`src/rtl/cwdp_pkg.sv`:
```
`timescale 1ns/1ps
package cwdp_pkg;
  localparam int CW_W   = 16;
  localparam int ADDR_W = 3;
  localparam int NREG   = 1 << ADDR_W;
  localparam int FS_W   = 4;

  typedef struct packed {
    logic [ADDR_W-1:0] dst;
    logic [ADDR_W-1:0] src_a;
    logic [ADDR_W-1:0] src_b;
    logic              b_const;
    logic [FS_W-1:0]   func;
    logic              d_ext;
    logic              wr;
  } ctrl_t;
endpackage

```
`src/rtl/cwdp_regfile.sv`:
```
`timescale 1ns/1ps
module cwdp_regfile #(
  parameter int W  = 8,
  parameter int AW = 3
) (
  input  logic          clk,
  input  logic          rst,
  input  logic          we,
  input  logic [AW-1:0] wa,
  input  logic [W-1:0]  wd,
  input  logic [AW-1:0] ra_a,
  input  logic [AW-1:0] ra_b,
  output logic [W-1:0]  rd_a,
  output logic [W-1:0]  rd_b
);
  localparam int DEPTH = 1 << AW;

  logic [W-1:0] mem [DEPTH];

  always_ff @(posedge clk) begin
    if (rst) begin
      for (int i = 0; i < DEPTH; i++) mem[i] <= '0;
    end else if (we) begin
      mem[wa] <= wd;
    end
  end

  // asynchronous reads: old contents visible until the write edge
  assign rd_a = mem[ra_a];
  assign rd_b = mem[ra_b];
endmodule

```
`src/rtl/cwdp_arith.sv`:
```
`timescale 1ns/1ps
module cwdp_arith #(
  parameter int W = 8
) (
  input  logic [W-1:0] a,
  input  logic [W-1:0] b,
  input  logic [2:0]   sel,
  output logic [W-1:0] sum,
  output logic         cout,
  output logic         ovf
);
  logic [W-1:0] y;
  logic [W:0]   wide;

  always_comb begin
    unique case (sel[2:1])
      2'b00:   y = '0;
      2'b01:   y = b;
      2'b10:   y = ~b;
      default: y = '1;
    endcase
  end

  assign wide = {1'b0, a} + {1'b0, y} + {{W{1'b0}}, sel[0]};
  assign sum  = wide[W-1:0];
  assign cout = wide[W];
  assign ovf  = (a[W-1] == y[W-1]) && (wide[W-1] != a[W-1]);
endmodule

```
`src/rtl/cwdp_logic_shift.sv`:
```
`timescale 1ns/1ps
module cwdp_logic_shift #(
  parameter int W = 8
) (
  input  logic [W-1:0] a,
  input  logic [W-1:0] b,
  input  logic [2:0]   sel,
  output logic [W-1:0] res
);
  always_comb begin
    unique case (sel)
      3'b000:  res = a & b;
      3'b001:  res = a | b;
      3'b010:  res = a ^ b;
      3'b011:  res = ~a;
      3'b101:  res = {1'b0, b[W-1:1]};
      3'b110:  res = {b[W-2:0], 1'b0};
      default: res = b;
    endcase
  end
endmodule

```
`src/rtl/cwdp_func_unit.sv`:
```
`timescale 1ns/1ps
module cwdp_func_unit #(
  parameter int W = 8
) (
  input  logic [W-1:0] a,
  input  logic [W-1:0] b,
  input  logic [3:0]   fs,
  output logic [W-1:0] f,
  output logic         cout,
  output logic         ovf
);
  logic [W-1:0] ar_sum, ls_res;
  logic         ar_c, ar_v;

  cwdp_arith #(.W(W)) u_arith (
    .a(a), .b(b), .sel(fs[2:0]), .sum(ar_sum), .cout(ar_c), .ovf(ar_v)
  );

  cwdp_logic_shift #(.W(W)) u_ls (
    .a(a), .b(b), .sel(fs[2:0]), .res(ls_res)
  );

  assign f    = fs[3] ? ls_res : ar_sum;
  assign cout = !fs[3] && ar_c;
  assign ovf  = !fs[3] && ar_v;
endmodule

```
`src/rtl/cw_datapath.sv`:
```
`timescale 1ns/1ps
module cw_datapath #(
  parameter int W = 8
) (
  input  logic                     clk,
  input  logic                     rst,
  input  logic [cwdp_pkg::CW_W-1:0] ctrl_word,
  input  logic [W-1:0]             const_in,
  input  logic [W-1:0]             data_in,
  output logic [W-1:0]             addr_out,
  output logic [W-1:0]             data_out,
  output logic                     flag_v,
  output logic                     flag_c,
  output logic                     flag_n,
  output logic                     flag_z
);
  import cwdp_pkg::*;

  ctrl_t        cw;
  logic [W-1:0] rd_a, rd_b, bus_b, bus_d, fu_f;
  logic         fu_c, fu_v;

  assign cw = ctrl_t'(ctrl_word);

  cwdp_regfile #(.W(W), .AW(ADDR_W)) u_rf (
    .clk(clk), .rst(rst), .we(cw.wr), .wa(cw.dst), .wd(bus_d),
    .ra_a(cw.src_a), .ra_b(cw.src_b), .rd_a(rd_a), .rd_b(rd_b)
  );

  assign bus_b = cw.b_const ? const_in : rd_b;

  cwdp_func_unit #(.W(W)) u_fu (
    .a(rd_a), .b(bus_b), .fs(cw.func), .f(fu_f), .cout(fu_c), .ovf(fu_v)
  );

  assign bus_d    = cw.d_ext ? data_in : fu_f;
  assign addr_out = rd_a;
  assign data_out = bus_b;

  always_ff @(posedge clk) begin
    if (rst) begin
      flag_v <= 1'b0;
      flag_c <= 1'b0;
      flag_n <= 1'b0;
      flag_z <= 1'b0;
    end else begin
      flag_v <= fu_v;
      flag_c <= fu_c;
      flag_n <= fu_f[W-1];
      flag_z <= (fu_f == '0);
    end
  end
endmodule

```
`config.mk`:
```
export PLATFORM = sky130hd
export DESIGN_NAME = cw_datapath
export DESIGN_NICKNAME = d
export VERILOG_FILES = /design/src/rtl/cwdp_pkg.sv /design/src/rtl/cwdp_regfile.sv /design/src/rtl/cwdp_arith.sv /design/src/rtl/cwdp_logic_shift.sv /design/src/rtl/cwdp_func_unit.sv /design/src/rtl/cw_datapath.sv
export SDC_FILE = /design/constraint.sdc
export NUM_CORES = 1
export LEC_CHECK = 0
export ABC_CLOCK_PERIOD_IN_PS = 11450
export CAP_MARGIN = 10
export CORE_MARGIN = 2
export CORE_UTILIZATION = 50
export DETAILED_ROUTE_END_ITERATION = 12
export PLACE_DENSITY = 0.79
export SYNTH_ARGS = -nofsm -noshare
export SYNTH_HDL_FRONTEND = slang
export SYNTH_SLANG_ARGS = --single-unit
```
`constraint.sdc`:
```
create_clock -name clk -period 11.45 [get_ports clk]
set_input_delay 1.145 -clock clk [delete_from_list [all_inputs] [get_ports clk]]
set_output_delay 1.145 -clock clk [all_outputs]
set_load 0.02 [all_outputs]
```
* Word-level counts from Yosys, hierarchy flattened
Memory sizes are Yosys's and may differ from the RTL's. Cells that the tools add are included.
Storage, ports and cells: register bits 4, memory bits (writable) 64, input bits 34, output and inout bits 20, logic and storage cells 42, memories 1
Operators by class: add/subtract/negate cells 2, equal/unequal tests 9, mux-type cells 13, bitwise gates (word level) 5, reduce and logical (&&, ||, !) cells 8
Memories:
- u_rf.mem | depth 8, bits a word 8, read ports 2, clocked after Yosys merged registers in 0, write ports 8, RTL line cwdp_regfile.sv:18 | logic [W-1:0] mem [DEPTH];
Operator list (number):
- case mux 8 bit (6 select lines) | 1
- 2-to-1 mux 8 bit | 4
- case mux 8 bit (3 select lines) | 1
- NOT 8 bit | 2
- adder 8 x 8 -> 9 bit | 1
- adder 9 x 1 -> 9 bit | 1
- bitwise AND 8 bit | 1
- logical NOT 8 bit | 1
- OR 8 bit | 1
- OR reduction 8 bit | 1
- XOR 8 bit | 1
- equality test 3 x 2 -> 1 bit, second input constant | 2
- equality test 3 bit, second input constant | 2
- 2-to-1 mux 1 bit | 6
- equality test 3 x 1 -> 1 bit, second input constant | 1
- logical AND 1 bit | 3
- logical NOT 3 bit | 1
- 2-to-1 mux 3 bit | 1
- equality test 2 x 1 -> 1 bit, second input constant | 1
- equality test 2 bit, second input constant | 1
- logical NOT 2 bit | 1
- equality test 1 bit | 1
- logical NOT 1 bit | 1
- != test 1 bit | 1

* Depth between registers and ports, before layout
An unclocked memory read counts as a cell.
word-level depth 9, depth in mapped cells 17, gate-level depth less buffers 15

* Modules after synthesis
Synthesis repeated with hierarchy kept, for this count alone.
Unflattened totals: cells, all modules 419, area, all modules 5200.0 µm²
By module, submodules not included:
- cwdp_regfile | instances 1, cells an instance 222, area each 3525.9 µm², sequential area each 1921.8 µm²
- cwdp_logic_shift | instances 1, cells an instance 108, area each 783.3 µm², sequential area each 0.0 µm²
- cwdp_arith | instances 1, cells an instance 50, area each 426.7 µm², sequential area each 0.0 µm²
- cw_datapath | instances 1, cells an instance 28, area each 315.3 µm², sequential area each 80.1 µm²
- cwdp_func_unit | instances 1, cells an instance 11, area each 148.9 µm², sequential area each 0.0 µm²

* Worst setup path after synthesis
Ideal clock, no wire load.
path kind in2reg, start point input port ctrl_word[8] in the netlist's numbering, end point memory u_rf.mem[0][7], data pin, library setup time 0.271 ns, arrival 4.454 ns, data required time 11.179 ns, setup slack 6.725 ns, stages 14, buffers on the path 1, path through buf_6 > mux4_2 > mux2_4 > mux2_2 > nand2_1 > o21ai_0 > ha_1 > and3_1 > a221o_1 > o41ai_1 > xor2_1 > o22ai_1 > nor2_1 > nor3_1
RTL lines:
- start, declared | RTL line cw_datapath.sv:7 | input logic [cwdp_pkg::CW_W-1:0] ctrl_word,
- end, declared | RTL line cwdp_regfile.sv:18

==> run_results.csv <==
group,metric,value,unit
clock_network,clk-insertion-delay-late,0.35,ns
run,max_cap_violations,0,
detailed_routing,dr.pass1.iters,5,
clock_network,cts_hold_buf,0,
timing,setup_tns,0,ns
timing,max_freq,172,MHz
detailed_routing,routed_wl,14.3,mm
clock_network,post_cts_buffers,0,
synthesis,syn_nets,523,
synthesis,syn_area,4950,µm²
setup_path,critPathKind,"in -> reg",
grt,grt_max_degree,23,
worst_hold_path,holdPathStages,4,
setup_path,critPathArrivalTime,6.03,ns
timing,slew_headroom,0.315,
worst_hold_path,hp-class,"reg -> reg",
cells_and_area,fin_util,0.589,
detailed_routing,drcViolationCount,0,
detailed_routing,route.vias.total,4128,
clock_network,post_cts_resize_count,0,
clock_network,cts_htree_levels,3,
clock_network,cts_tree,"built",
cells_and_area,final_net_count,561,
detailed_routing,dr.first_iter.drc_count,369,
placed_design,io_buffer_count,53,
detailed_routing,ant_nets,0,
synthesis,ys.flop_type,"edfxtp_1",
setup_path,worstPathRequired,11.65,ns
synthesis,syn_inst,464,
placed_design,placed_cells,624,
floorplanning,die_y,103,µm
grt,antenna_found_initial,0,
synthesis,async_flop_share,0,
cells_and_area,n_antenna_cell,0,
timing,hold_viol_final,0,
grt,grt_pass1_vias,3973,
clock_network,clkSinkCount,68,
cells_and_area,multi_input_area,2710,µm²
placed_design,gp_congestion,0.967,
power_and_ir_drop,irDropWorstVdd,0.102,mV
synthesis,ys_types,64,
floorplanning,ios,54,
timing,slew_viol_final,0,
clock_network,cts-root-buf,"clkbuf_8",
outcome,status,"finished, final reports clean",
cells_and_area,final_layout_size_suffix_gt1_frac,0.108,
timing,skew,0.00636,ns
timing,finalCritPeriodShare,0.509,
clock_network,clk_pin_slew_worst_paths,0.07,ns
cells_and_area,regArea,2000,µm²
floorplanning,core_area,9680,µm²
setup_path,end_kind,"flip-flop",
floorplanning,die_w,103,µm
grt,overflow,0,
grt,grt.total_usage,0.282,
timing,tightest_slew,1.02,ns
placed_design,dp_hpwl,10.4,mm
floorplanning,start_util,0.511,
detailed_routing,detail_route.wl_per_cell,22.4,µm
clock_network,clk_path_buf_depth,2,
timing,finalCriticalPeriod,5.83,ns
synthesis,seq_area_frac_synth,0.405,
detailed_routing,vias_per_cell,6.45,
setup_path,reg2reg_depth,15,
floorplanning,die-area,10700,µm²
setup_path,path_max_fanout,13,
grt,grt_pass1_wl,21.9,mm
clock_network,cts_buffers,9,
power_and_ir_drop,p_per_area,121,nW/µm²
synthesis,syn_area_per_cell,10.7,µm²
cells_and_area,syn_to_final_growth,15.2,%
synthesis,synth-edff-count,64,
floorplanning,rows,36,
timing,setup_viol,0,
cells_and_area,n_fill_cell,816,
cells_and_area,fin_cells,640,
setup_path,cp-start-kind,"primary input",
timing,rsz0062_at_grt,"no",
synthesis,yosys_register_bits,68,
synthesis,synth_warnings,0,
power_and_ir_drop,p_leak,0.00218,µW
## worst max-delay path: stages
cell and delay [ns]:
clkdlybuf4s50_1 0.88, mux4_1 0.63, mux2i_1 0.29, a21o_1 0.20, inv_1 0.09, nand2_1 0.07
o21ai_0 0.13, fa_1 0.43, fa_1 0.43, a211oi_1 0.25, o21bai_1 0.11, a21oi_1 0.23
xnor2_1 0.10, a222oi_1 0.47, mux2i_1 0.37, nor2_1 0.19
## cell type report
type | instances | area share
multi-input cells | 346 | 0.476
flip-flops and latches | 68 | 0.351
repair buffers | 55 | 0.0957
well taps | 133 | 0.0292
clock buffers | 9 | 0.0217
inverters | 22 | 0.0145
clock inverters | 7 | 0.0119
## synth_stat cells, types with 4 or more instances
cell type	n	area (µm²)
mux2_2	8	90.1
mux2i_1	24	240
nand2b_1	11	68.8
a21oi_1	12	60.1
or3_1	4	25.0
nor3_1	10	50.1
o221ai_1	6	52.6
mux4_2	19	428
nor2_1	83	312
inv_1	21	78.8
nor2b_1	7	43.8
ha_1	23	288
edfxtp_1	64	1920
buf_2	4	20.0
a22oi_1	6	45.0
o21ai_0	16	80.1
buf_6	4	45.0
clkbuf_1	15	56.3
nand2_1	32	120
dfxtp_1	4	80.1
a211oi_1	6	45.0
o22ai_1	6	37.5
a22o_1	4	35.0
xnor2_1	5	43.8
## registers in the layout (all words and copies together), names as in the netlist
signal / flops
flag_c: 1
flag_z: 1
flag_n: 1
flag_v: 1
u_rf.mem: 64
## where the power goes
part / switching, µW / internal, µW / total [µW]
combinational: 123 / 85.7 / 209
sequential: 5.70 / 284 / 290
clock: 92.6 / 98.8 / 191
total: 221 / 469 / 690
## layer usage
| metal | wire length, µm | track usage | vias to the layer above |
|---|---|---|---|
| met4 | 628 | 0.122 | 0 |
| met5 | 0 | 0 | - |
| li1 | - | - | 1820 |
| met3 | 1700 | 0.0699 | 60 |
| met2 | 6870 | 0.463 | 295 |
| met1 | 5140 | 0.355 | 1953 |
## logic make-up (layout without fill, tap and decap cells)
logic type               count (synthesis)  count (layout)  share of synthesized area
adder cells (fa/ha/maj)                 25              25                     0.0662
flip-flops                              68              68                      0.405
buffers and inverters                   50              93                     0.0473
multiplexers                            59              59                      0.183
AO/OA/AOI/OAI                           91              91                      0.137
XOR/XNOR                                 7               7                     0.0124
AND/OR/NAND/NOR                        164             164                      0.150
## stage by stage
step	hold slack (ns)	worst slack (ns)	instance area, µm²	total power [µW]
2_1_floorplan	1.03	6.73	4950	431
3_3_place_gp	1.06	5.45	5510	495
3_5_place_dp	1.08	5.33	5510	499
4_1_cts	1.09	5.71	5700	688
5_1_grt	1.16	5.35	5700	716
6_report	1.09	5.62	5700	690
## placed cells by master, fill, tap and decap left out, types with 8 or more instances in the layout
cell	Yosys	final
nor2_1	83	83
edfxtp_1	64	64
clkdlybuf4s50_1	0	53
nand2_1	32	32
mux2i_1	24	24
ha_1	23	23
inv_1	21	21
mux4_2	19	19
o21ai_0	16	16
a21oi_1	12	12
nand2b_1	11	11
nor3_1	10	10
clkbuf_8	0	9
mux2_2	8	8
## worst paths after layout
kind	to	slack [ns]	startpoint
worst min-delay path	flag_v	1.09	u_rf.mem[7][7]
worst max-delay path	u_rf.mem[2][6]	5.62	ctrl_word[8]
worst max register to register	u_rf.mem[2][6]	7.00	u_rf.mem[5][0]
worst min register to register	flag_v	1.09	u_rf.mem[7][7]
(Power assumes the default switching activity.)
